## config.mk

```make
export PLATFORM = sky130hd
export DESIGN_NAME = byte_bus_timer16
export DESIGN_NICKNAME = d
export VERILOG_FILES = /design/src/rtl/byte_bus_timer16.sv
export SDC_FILE = /design/constraint.sdc
export NUM_CORES = 1
export LEC_CHECK = 0
export ABC_CLOCK_PERIOD_IN_PS = 2000
export BUFFER_PORTS_ARGS = -buffer_cell sky130_fd_sc_hd__buf_2
export CAP_MARGIN = 15
export CORE_MARGIN = 4
export CORE_UTILIZATION = 27
export CTS_CLUSTER_SIZE = 25
export DETAILED_ROUTE_END_ITERATION = 6
export GPL_TIMING_DRIVEN = 0
export PLACE_DENSITY = 0.45
export REMOVE_ABC_BUFFERS = 1
export SLEW_MARGIN = 20
export SYNTH_ARGS = -nofsm -noshare
export SYNTH_HDL_FRONTEND = slang
export SYNTH_SLANG_ARGS = --single-unit
```

## constraint.sdc

```tcl
create_clock -name clk -period 2 [get_ports clk]
set_clock_uncertainty 0.05 [all_clocks]
set_input_delay 0.1 -clock clk [delete_from_list [all_inputs] [get_ports clk]]
set_output_delay 0.1 -clock clk [all_outputs]
set_load 0.1 [all_outputs]
```

## src/rtl/byte_bus_timer16.sv

```systemverilog
module byte_bus_timer16 (
  input  logic       clk,
  input  logic       rst_n,
  input  logic       tick,
  input  logic       rd,
  input  logic       wr,
  input  logic [2:0] addr,
  input  logic [7:0] wdata,
  output logic [7:0] rdata,
  output logic       match_a,
  output logic       match_b
);

  logic [15:0] cnt, cmp, cnt_nx, cmp_nx;
  logic [7:0]  hold;
  logic        split, flag_a, flag_b;

  wire w0 = wr && addr == 3'd0;
  wire w1 = wr && addr == 3'd1;
  wire w2 = wr && addr == 3'd2;
  wire w3 = wr && addr == 3'd3;
  wire w4 = wr && addr == 3'd4;
  wire r0 = rd && !wr && addr == 3'd0;

  wire cnt_wr = w1 || (w0 && split);
  wire hit_a  = split ? (cnt[7:0] == cmp[7:0]) : (cnt == cmp);
  wire hit_b  = split && (cnt[15:8] == cmp[15:8]);

  always_comb begin
    cnt_nx = cnt;
    if (tick) cnt_nx = split ? {cnt[15:8] + 8'd1, cnt[7:0] + 8'd1} : cnt + 16'd1;
    if (w0 && split) cnt_nx[15:8] = wdata;
    if (w1) cnt_nx = split ? {cnt_nx[15:8], wdata} : {hold, wdata};
  end

  always_comb begin
    cmp_nx = cmp;
    if (w2 && split) cmp_nx[15:8] = wdata;
    if (w3) cmp_nx = split ? {cmp[15:8], wdata} : {hold, wdata};
  end

  always_ff @(posedge clk or negedge rst_n) begin
    if (!rst_n) begin
      cnt    <= 16'h0000;
      cmp    <= 16'hFFFF;
      hold   <= 8'h00;
      split  <= 1'b0;
      flag_a <= 1'b0;
      flag_b <= 1'b0;
    end else begin
      cnt <= cnt_nx;
      cmp <= cmp_nx;
      if (!split && (w0 || w2)) hold <= wdata;
      else if (!split && r0)    hold <= cnt[7:0];
      if (w4) split <= wdata[0];
      flag_a <= (flag_a && !(w4 && !wdata[1])) || hit_a;
      flag_b <= (flag_b && !(w4 && !wdata[2])) || hit_b;
    end
  end

  always_comb begin
    case (addr)
      3'd0:    rdata = cnt[15:8];
      3'd1:    rdata = split ? cnt[7:0] : hold;
      3'd2:    rdata = cmp[15:8];
      3'd3:    rdata = cmp[7:0];
      3'd4:    rdata = {5'b0, flag_b, flag_a, split};
      default: rdata = 8'h00;
    endcase
  end

  assign match_a = flag_a;
  assign match_b = flag_b;

  assert_step_R2: assert property (@(posedge clk) disable iff (!rst_n)
    (tick && !split && !cnt_wr) |=> cnt == 16'($past(cnt) + 16'd1));
  assert_hold_R2: assert property (@(posedge clk) disable iff (!rst_n)
    (!tick && !cnt_wr) |=> $stable(cnt));
  assert_capture_R3: assert property (@(posedge clk) disable iff (!rst_n)
    (r0 && !split) |=> hold == $past(cnt[7:0]));
  assert_upper_only_R4: assert property (@(posedge clk) disable iff (!rst_n)
    ((w0 || w2) && !split) |=> $stable(cmp));
  assert_no_carry_R7: assert property (@(posedge clk) disable iff (!rst_n)
    (tick && split && !cnt_wr) |=> cnt[15:8] == 8'($past(cnt[15:8]) + 8'd1));
  assert_sticky_R9: assert property (@(posedge clk) disable iff (!rst_n)
    (flag_a && !w4) |=> flag_a);
  assert_b_wide_R8: assert property (@(posedge clk) disable iff (!rst_n)
    (!flag_b && !split) |=> !flag_b);

endmodule

```

==> results of run 1 <==
-- critical path, cell delays in order, from the launching register on --
cell and delay (ps):
dfrtp_4 580, mux2i_1 140, o221ai_1 270, buf_2 490
-- where the power goes --
group          leakage, nW  internal, mW  total [mW]  switching [mW]
combinational        0.818         0.689        1.69            1.00
sequential           0.492          1.27        1.79           0.522
clock               0.0505         0.315       0.642           0.327
-- final cells by class --
cell class / instances / area (sq um)
fillers: 1082 / 7050
multi-input cells: 243 / 1640
flip-flops and latches: 43 / 1100
repair buffers: 32 / 204
well taps: 136 / 170
clock buffers: 7 / 96.3
clock inverters: 1 / 7.51
inverters: 2 / 7.51
-- cell usage after synthesis (2+ instances only) --
library cell,count
o31a_1,5
dfstp_2,16
xnor2_1,11
clkbuf_1,5
nand3_1,9
ha_1,2
nor2_1,17
nand2b_1,3
xor2_1,14
dfrtp_1,27
buf_2,13
nor4_1,6
nor3_1,6
o21ai_0,33
and3_1,3
o221ai_1,4
buf_1,2
o22ai_1,2
mux2i_1,32
a211oi_1,2
or2_2,3
mux2_2,9
nand2_1,36
nand4_1,6
o21ai_1,3
a21oi_1,12
or3_1,2
o21a_1,2
and2_1,2
inv_1,2
-- sequential cells by signal (all words and copies together), names as in the netlist --
signal and cells:
match_a 1, match_b 1, cmp 16, hold 8, split 1, cnt 16
-- cells by family (layout without fill, tap and decap cells) --
kind of cell,after synthesis,after routing,synth area share [%]
mux,41,41,14.9
simple gates,102,102,18.0
buf+inv,24,42,3.94
flops,43,43,38.8
compound gates,73,73,15.7
xor+xnor,25,25,7.75
fa+ha+maj,2,2,0.886
-- metal layers --
layer,vias to the layer above,share of wire (%),global-route usage (%)
met2,41,48,23.1
met5,-,0,0
met1,1168,47,19.8
li1,1145,-,-
met3,11,3.4,2.10
met4,0,2.0,4.40
-- metrics by stage --
step	hold WS, ps	cell area [sq um]
after global routing	49.0	3220
after global placement	293	3020
after floorplan	-246	2720
after detailed placement	294	3030
after CTS	29.0	3170
final	34.7	3220
-- worst paths after layout --
path	from	to	slack (ps)	cells past startpoint
min in group asynchronous	rst_n	cnt[12]	290	2
worst min register to register	cmp[11]	cmp[11]	470	2
worst max register to register	cnt[1]	cnt[10]	110	6
worst max-delay path	split	rdata[3]	60	3
max in group asynchronous	rst_n	split	1160	2
worst min-delay path	wdata[7]	hold[7]	30	3
-- what timing repair did --
action / in CTS / in global routing
setup buffers: 0 / 5
setup endpoints to repair: 31 / 10
pin swaps: 0 / 1
gates resized for setup: 12 / 5
endpoints found under the hold margin: 27 / 0
hold buffers: 1 / 0
==> results.cfg, run 1 <==
[clock_network]
cts_buffers = 5
cts.htree.levels = 2
insertion_delay_ps = 300
cts_tree = done
clock_tree.buffer_depth = 2
clock-root-buffer = clkbuf_8
clkTransAtPathRegs_ps = 90
cts_sinks = 43

[synth]
synth_warnings = 0
synth.distinct_cells = 51
synth.area.top_cells = dfrtp_1, dfstp_2, mux2i_1, o21ai_0, nand2_1
synth_ff_type = dfrtp_1
syn_area_sq_um = 2830
syn_inst = 310
yosys.area.top_type = dfrtp_1
synth_top_area_share_pct = 23.9
async_reset_ff_share_pct = 100
synth_edf_count = 0
ys_ff_latch = 43
avgSynthCellArea_sq_um = 9.11
ys_seq_area_share_pct = 38.8

[finish]
utilization_pct = 31.4
fin_cells = 464
fin_nets = 345
drive_gt1_share_pct = 25.6
final_common_cell = nand2_1
final_cell_mix = nand2_1, mux2i_1, o21ai_0
antenna_cells = 0
area_delta_synth_final_pct = 14.1

[die]
rows = 37
die_h_microns = 110
initial_utilization_pct = 27.5
die_x_microns = 110
core_region_area_sq_um = 10300
dieArea_sq_um = 12200
io-pin-count = 26

[timing]
fin_tns_setup_ps = 0
worst_slew_pin_slew_ps = 645
fin_crit_sh_pct = 96.9
maxSlewViolCount = 0
finalHoldViolCount = 0
rsz0062_at_grt = no
post-route-min-period_ps = 1940
fmax_ghz = 0.516
setup_viol = 0
final.setup.worst_slack_ps = 62.1
max_slew_margin_pct = 56.8

[global_routing]
grt_pass1_wl_microns = 13100
grt_pass1_vias = 2313
antenna_found_initial = 0
grt_overflow_total = 0
grt_use_total_pct = 14.3
grt_max_degree = 44

[placed_design]
port_buffers = 25
post-place-ws_ps = -248
dp_hpwl_microns = 5890
globalplace.congestion = 0.796
dp.cells = 450

[hold_path]
worstHoldPathType = primary input to flop

[power_and_ir_drop]
power_mw = 4.12
p_per_area_nw_per_um2 = 1280
ir_worst_vdd_v = 0.000486
p_leak_nw = 1.36

[drt]
dr.pass1.iters = 4
drcViolationCount = 0
ant_nets = 0
drt-initial-drc-count = 155
vias_per_cell = 5.10
wirelength_microns = 8330
num_vias = 2365
wl_per_cell_microns = 17.9

[setup_path]
crit_fanout = 10
worstPathRequired_ps = 1850
path_class = flop to output pin
cp.arrival_ps = 1790
endpoint_kind = output pin
start_kind = flop

[outcome]
outcome = complete, no violations

[flow_run]
maxCapViolCount = 0
(Power assumes the default switching activity.)
==> run 2: changes to the inputs <==
--- a/config.mk
+++ b/config.mk
@@ -6,7 +6,7 @@
 export NUM_CORES = 1
 export LEC_CHECK = 0
 export ABC_CLOCK_PERIOD_IN_PS = 2000
-export BUFFER_PORTS_ARGS = -buffer_cell sky130_fd_sc_hd__buf_2
+export BUFFER_PORTS_ARGS = -buffer_cell sky130_fd_sc_hd__buf_4
 export CAP_MARGIN = 15
 export CORE_MARGIN = 4
 export CORE_UTILIZATION = 27
==> run 2 against run 1 <==
Effect of this change: via count is 0.72% higher; largest power group unchanged; sequential power is essentially flat; core utilization rose by 0.78 points; sequential share of layout area is 0.83 points lower; register-to-register slack is essentially flat; total power is 3.3% higher; count of clock-buffer cells in the layout down 1; non-clock buffer count is 3 higher; critical path depth grew 1.
==> results.cfg, run 2 (synthesis results as in run 1) <==
[setup_path]
start_kind = flop
path_class = flop to output pin
worstPathRequired_ps = 1850
critical-path-max-stage-delay_ps = 540
crit_fanout = 6
cp.arrival_ps = 1770
cp_cell_sequence = buf_4 -> mux2i_1 -> o221ai_1 -> buf_4
cp.buffers_inverters = 2
cpMaxStageDelayCell = dfrtp_4
critPathTopFamily = flip-flops
critPathMostFrequentCell = buf_4
endpoint_kind = output pin

[finish]
fin_nets = 348
final_cell_mix = nand2_1, o21ai_0, mux2i_1, buf_4, dfrtp_1
top_regs = cmp: 16 flops, cnt: 16 flops, hold: 8 flops
drive_gt1_share_pct = 25.7
fin_cells = 467
multi_input_area_sq_um = 1630
n_fill_cell = 1121
final_common_cell = nand2_1
regArea_sq_um = 1100
antenna_cells = 0
area_delta_synth_final_pct = 17.0

[power_and_ir_drop]
sw_frac_of_total_pct = 43.7
seq_power_share_pct = 41.8
comb_power_share_pct = 41.1
p_sw_mw = 1.86
p_int_mw = 2.40
ir_worst_vdd_v = 0.000530
power_mw = 4.25
p_clk_share_pct = 17.1
p_leak_nw = 1.40
p_per_area_nw_per_um2 = 1290

[hold_path]
worstHoldPathType = primary input to flop

[drt]
vias_per_cell = 5.10
dr.pass1.iters = 4
wl_per_cell_microns = 18.0
drt-initial-drc-count = 134
wirelength_microns = 8430
drcViolationCount = 0
num_vias = 2382
ant_nets = 0

[outcome]
outcome = complete, no violations

[timing]
post-route-min-period_ps = 1920
rsz0062_at_grt = yes
maxSlewViolCount = 0
finalHoldViolCount = 0
fin_crit_sh_pct = 96.2
setup_viol = 0
fmax_ghz = 0.520
max_slew_margin_pct = 55.9
worst_slew_pin_slew_ps = 658

[global_routing]
grt_max_degree = 44
grt_use_total_pct = 14.7
grt_pass1_vias = 2356
use_met1_pct = 20.0
antenna_found_initial = 0
grt_util_met3_pct = 2.04
grt-busiest-layer = met2
grt_overflow_total = 0
grt_pass1_wl_microns = 13400
use_met2_pct = 25.0

[die]
rows = 37
io-pin-count = 26
core_region_area_sq_um = 10300
dieArea_sq_um = 12200
die_x_microns = 110
die_h_microns = 110
initial_utilization_pct = 27.5

[clock_network]
cts_tree = done
insertion_delay_ps = 300
clock-root-buffer = clkbuf_8
cts_buffers = 5
cts_sinks = 43
clock_tree.buffer_depth = 2
clkTransAtPathRegs_ps = 90
cts.htree.levels = 2

[placed_design]
port_buffers = 25
globalplace.congestion = 0.832
dp.cells = 450
dp_hpwl_microns = 6050

[flow_run]
maxCapViolCount = 0
## run 2: cell types whose count changed in the layout (fill, tap and decap cells not counted), sizes merged
| cell | change |
|---|---|
| clkinvlp | -1 |
| bufinv | +1 |
| dlygate4sd3 | +1 |
| clkinv | +1 |
| buf | +1 |
## run 2: power groups by stage
stage	registers, mW	clock network [mW]	logic [mW]
final	1.78	0.728	1.75
after global placement	1.81	0	1.60
after global routing	1.84	0.782	1.93
after CTS	1.79	0.752	1.69
after floorplan	1.75	0	1.16
after detailed placement	1.82	0	1.63
## run 2: tightest hold or removal path, delay by kind of cell
kind	cells	cell delay, ps
compound gates	1	60
buf+inv	1	120
simple gates	1	50
## run 2: metrics by stage
step           hold WS (ps)  utilization [%]  TNS (ps)  worst slack [ps]  instance area [sq um]
6_report               8.89             32.2         0              76.2                   3300
3_3_place_gp           99.3             30.0     -5340              -574                   3080
2_1_floorplan          -246                -     -6440             -1460                   2720
4_1_cts                5.78             31.8         0              1.17                   3270
3_5_place_dp            101             30.1     -1900              -275                   3090
5_1_grt                16.6             32.2     -21.1             -21.1                   3300
## run 2: area by class of cell
class	count	area share (%)
sequential	43	33.4
tap	136	5.15
timing repair buffer	35	8.29
clock buffer	6	2.50
clock inverter	2	1.06
multi-input combinational	243	49.4
inverter	2	0.227
## run 2: path summary, 6_finish.rpt
check / from / endpoint / slack [ps] / cells after the start
worst max-delay path: split / rdata[3] / 80 / 4
worst min-delay path: wdata[6] / hold[6] / 9 / 3
worst max register to register: cnt[1] / cnt[10] / 110 / 6
worst min register to register: cmp[10] / cmp[10] / 480 / 2
max in group asynchronous: rst_n / split / 1140 / 2
min in group asynchronous: rst_n / cnt[13] / 300 / 2
## run 2: timing repair
item | CTS | global route
gates resized for setup | 4 | 5
hold buffers | 2 | 0
setup endpoints to repair | 31 | 6
hold endpoints to repair | 28 | 0
setup buffers | 4 | 3
## run 2: routing by layer
| metal | wire (microns) | share of wire [%] |
|---|---|---|
| met5 | 0 | 0 |
| met4 | 108 | 1.3 |
| met3 | 218 | 2.6 |
| met2 | 4110 | 49 |
| met1 | 3990 | 47 |
==> run 3: changes to the inputs <==
--- a/config.mk
+++ b/config.mk
@@ -6,7 +6,7 @@
 export NUM_CORES = 1
 export LEC_CHECK = 0
 export ABC_CLOCK_PERIOD_IN_PS = 2000
-export BUFFER_PORTS_ARGS = -buffer_cell sky130_fd_sc_hd__buf_4
+export BUFFER_PORTS_ARGS = -buffer_cell sky130_fd_sc_hd__clkbuf_2
 export CAP_MARGIN = 15
 export CORE_MARGIN = 4
 export CORE_UTILIZATION = 27
==> run 3 against run 2 <==
Effect of this change: sequential power about the same; global-route usage decreased by 0.42 points; non-clock buffer count decreased by 1; critical endpoint is now rdata[5]; largest power group unchanged; die area unchanged; largest cell class unchanged; total power decreased by 3.0%; routed wire length decreased by 1.3%; cell area decreased by 2.0%.
==> results.cfg, run 3 (synthesis results as in run 1) <==
[clock_network]
clkTransAtPathRegs_ps = 90
insertion_delay_ps = 300
cts.htree.levels = 2
clock-root-buffer = clkbuf_8
clock_tree.buffer_depth = 2
cts_sinks = 43
cts_tree = done
cts_buffers = 5

[power_and_ir_drop]
power_mw = 4.13
seq_power_share_pct = 43.0
p_sw_mw = 1.84
p_int_mw = 2.28
p_clk_share_pct = 15.2
p_leak_nw = 1.37
comb_power_share_pct = 41.8
sw_frac_of_total_pct = 44.6
ir_worst_vdd_v = 0.000450
p_per_area_nw_per_um2 = 1270

[timing]
setup_viol = 0
worst_slew_pin_slew_ps = 634
fmax_ghz = 0.514
fin_crit_sh_pct = 97.4
finalHoldViolCount = 0
final.setup.worst_slack_ps = 53.0
rsz0062_at_grt = no
post-route-min-period_ps = 1950
max_slew_margin_pct = 57.5
maxSlewViolCount = 0
holdWs_ps = 43.6

[global_routing]
grt_use_total_pct = 14.3
grt_max_degree = 44
antenna_found_initial = 0
grt_overflow_total = 0
grt_pass1_wl_microns = 13200
grt_pass1_vias = 2360

[drt]
drt-initial-drc-count = 185
vias_per_cell = 5.01
wirelength_microns = 8320
dr.pass1.iters = 4
ant_nets = 0
wl_met2_microns = 3940
num_vias = 2336
drt-met1-wl_microns = 4060
drcViolationCount = 0
top_layer_used = met4
dr_wl_met3_microns = 209
wl_per_cell_microns = 17.8

[finish]
antenna_cells = 0
final_common_cell = nand2_1
fin_area_sq_um = 3240
n_fill_cell = 1105
utilization_pct = 31.5
top_regs = cmp: 16 flops, cnt: 16 flops, hold: 8 flops
fin_nets = 347
drive_gt1_share_pct = 25.5
final_cell_mix = nand2_1, o21ai_0, mux2i_1
area_delta_synth_final_pct = 14.6

[placed_design]
port_buffers = 25
globalplace.congestion = 0.809
post-place-ws_ps = -265
dp_hpwl_microns = 5930
place_area_sq_um = 3030

[die]
core_region_area_sq_um = 10300
die_x_microns = 110
dieArea_sq_um = 12200
rows = 37
initial_utilization_pct = 27.5
io-pin-count = 26
die_h_microns = 110

[setup_path]
crit_fanout = 11
path_class = flop to output pin
cp.arrival_ps = 1800
endpoint_kind = output pin
start_kind = flop
worstPathRequired_ps = 1850

[outcome]
outcome = complete, no violations

[flow_run]
maxCapViolCount = 0

[hold_path]
worstHoldPathType = primary input to flop
-- run 3: cell types whose count changed in the layout (fill, tap and decap cells not counted), sizes merged --
cell and change:
clkbuf +21, buf -20, dlygate4sd3 -1, clkinv -1, clkinvlp +1, bufinv -1
-- run 3: layout make-up --
cell class | count | area, sq um | share of cell area [%]
multi-input cells | 243 | 1630 | 50.4
flip-flops and latches | 43 | 1100 | 34.0
clock inverters | 1 | 7.51 | 0.232
well taps | 136 | 170 | 5.26
clock buffers | 7 | 96.3 | 2.98
inverters | 2 | 7.51 | 0.232
repair buffers | 34 | 223 | 6.88
-- run 3: worst max-delay path, cell delays in order (launching register included) --
cell,delay [ps]
dfrtp_4,570
buf_4,170
mux2i_1,110
o221ai_1,180
buf_2,470
-- run 3: final timing paths --
kind | from | to | slack, ps | depth (start not counted)
setup / recovery | split | rdata[5] | 50 | 4
hold / removal | wdata[3] | hold[3] | 40 | 3
setup reg to reg | cnt[2] | cnt[15] | 150 | 5
hold reg to reg | cmp[9] | cmp[9] | 470 | 2
max in group asynchronous | rst_n | split | 1090 | 2
min in group asynchronous | rst_n | cnt[14] | 330 | 2
-- run 3: stage by stage --
step,TNS (ps),std cells
final,0,466
after detailed placement,-2100,450
after global placement,-5950,449
after CTS,0,460
after floorplan,-6440,288
after global routing,0,466
-- run 3: repair_timing --
item / CTS / global route
hold buffers: 1 / 0
endpoints found under the setup margin: 27 / 9
pin swaps: 0 / 1
setup buffers: 1 / 6
cloned: 0 / 0
gates resized for setup: 11 / 9
hold endpoints to repair: 27 / 0
-- run 3: routing by layer --
layer  global-route usage [%]  vias up
met5                        0        -
met4                     3.25        0
met3                     2.04        9
met2                     23.9       36
met1                     19.6     1145
li1                         -     1146
-- run 3: power groups by stage --
| stage | combinational (mW) | clock (mW) | sequential (mW) |
|---|---|---|---|
| after floorplan | 1.16 | 0 | 1.75 |
| final | 1.73 | 0.627 | 1.77 |
| after global placement | 1.56 | 0 | 1.82 |
| after detailed placement | 1.58 | 0 | 1.82 |
| after CTS | 1.62 | 0.654 | 1.80 |
| after global routing | 1.92 | 0.696 | 1.83 |
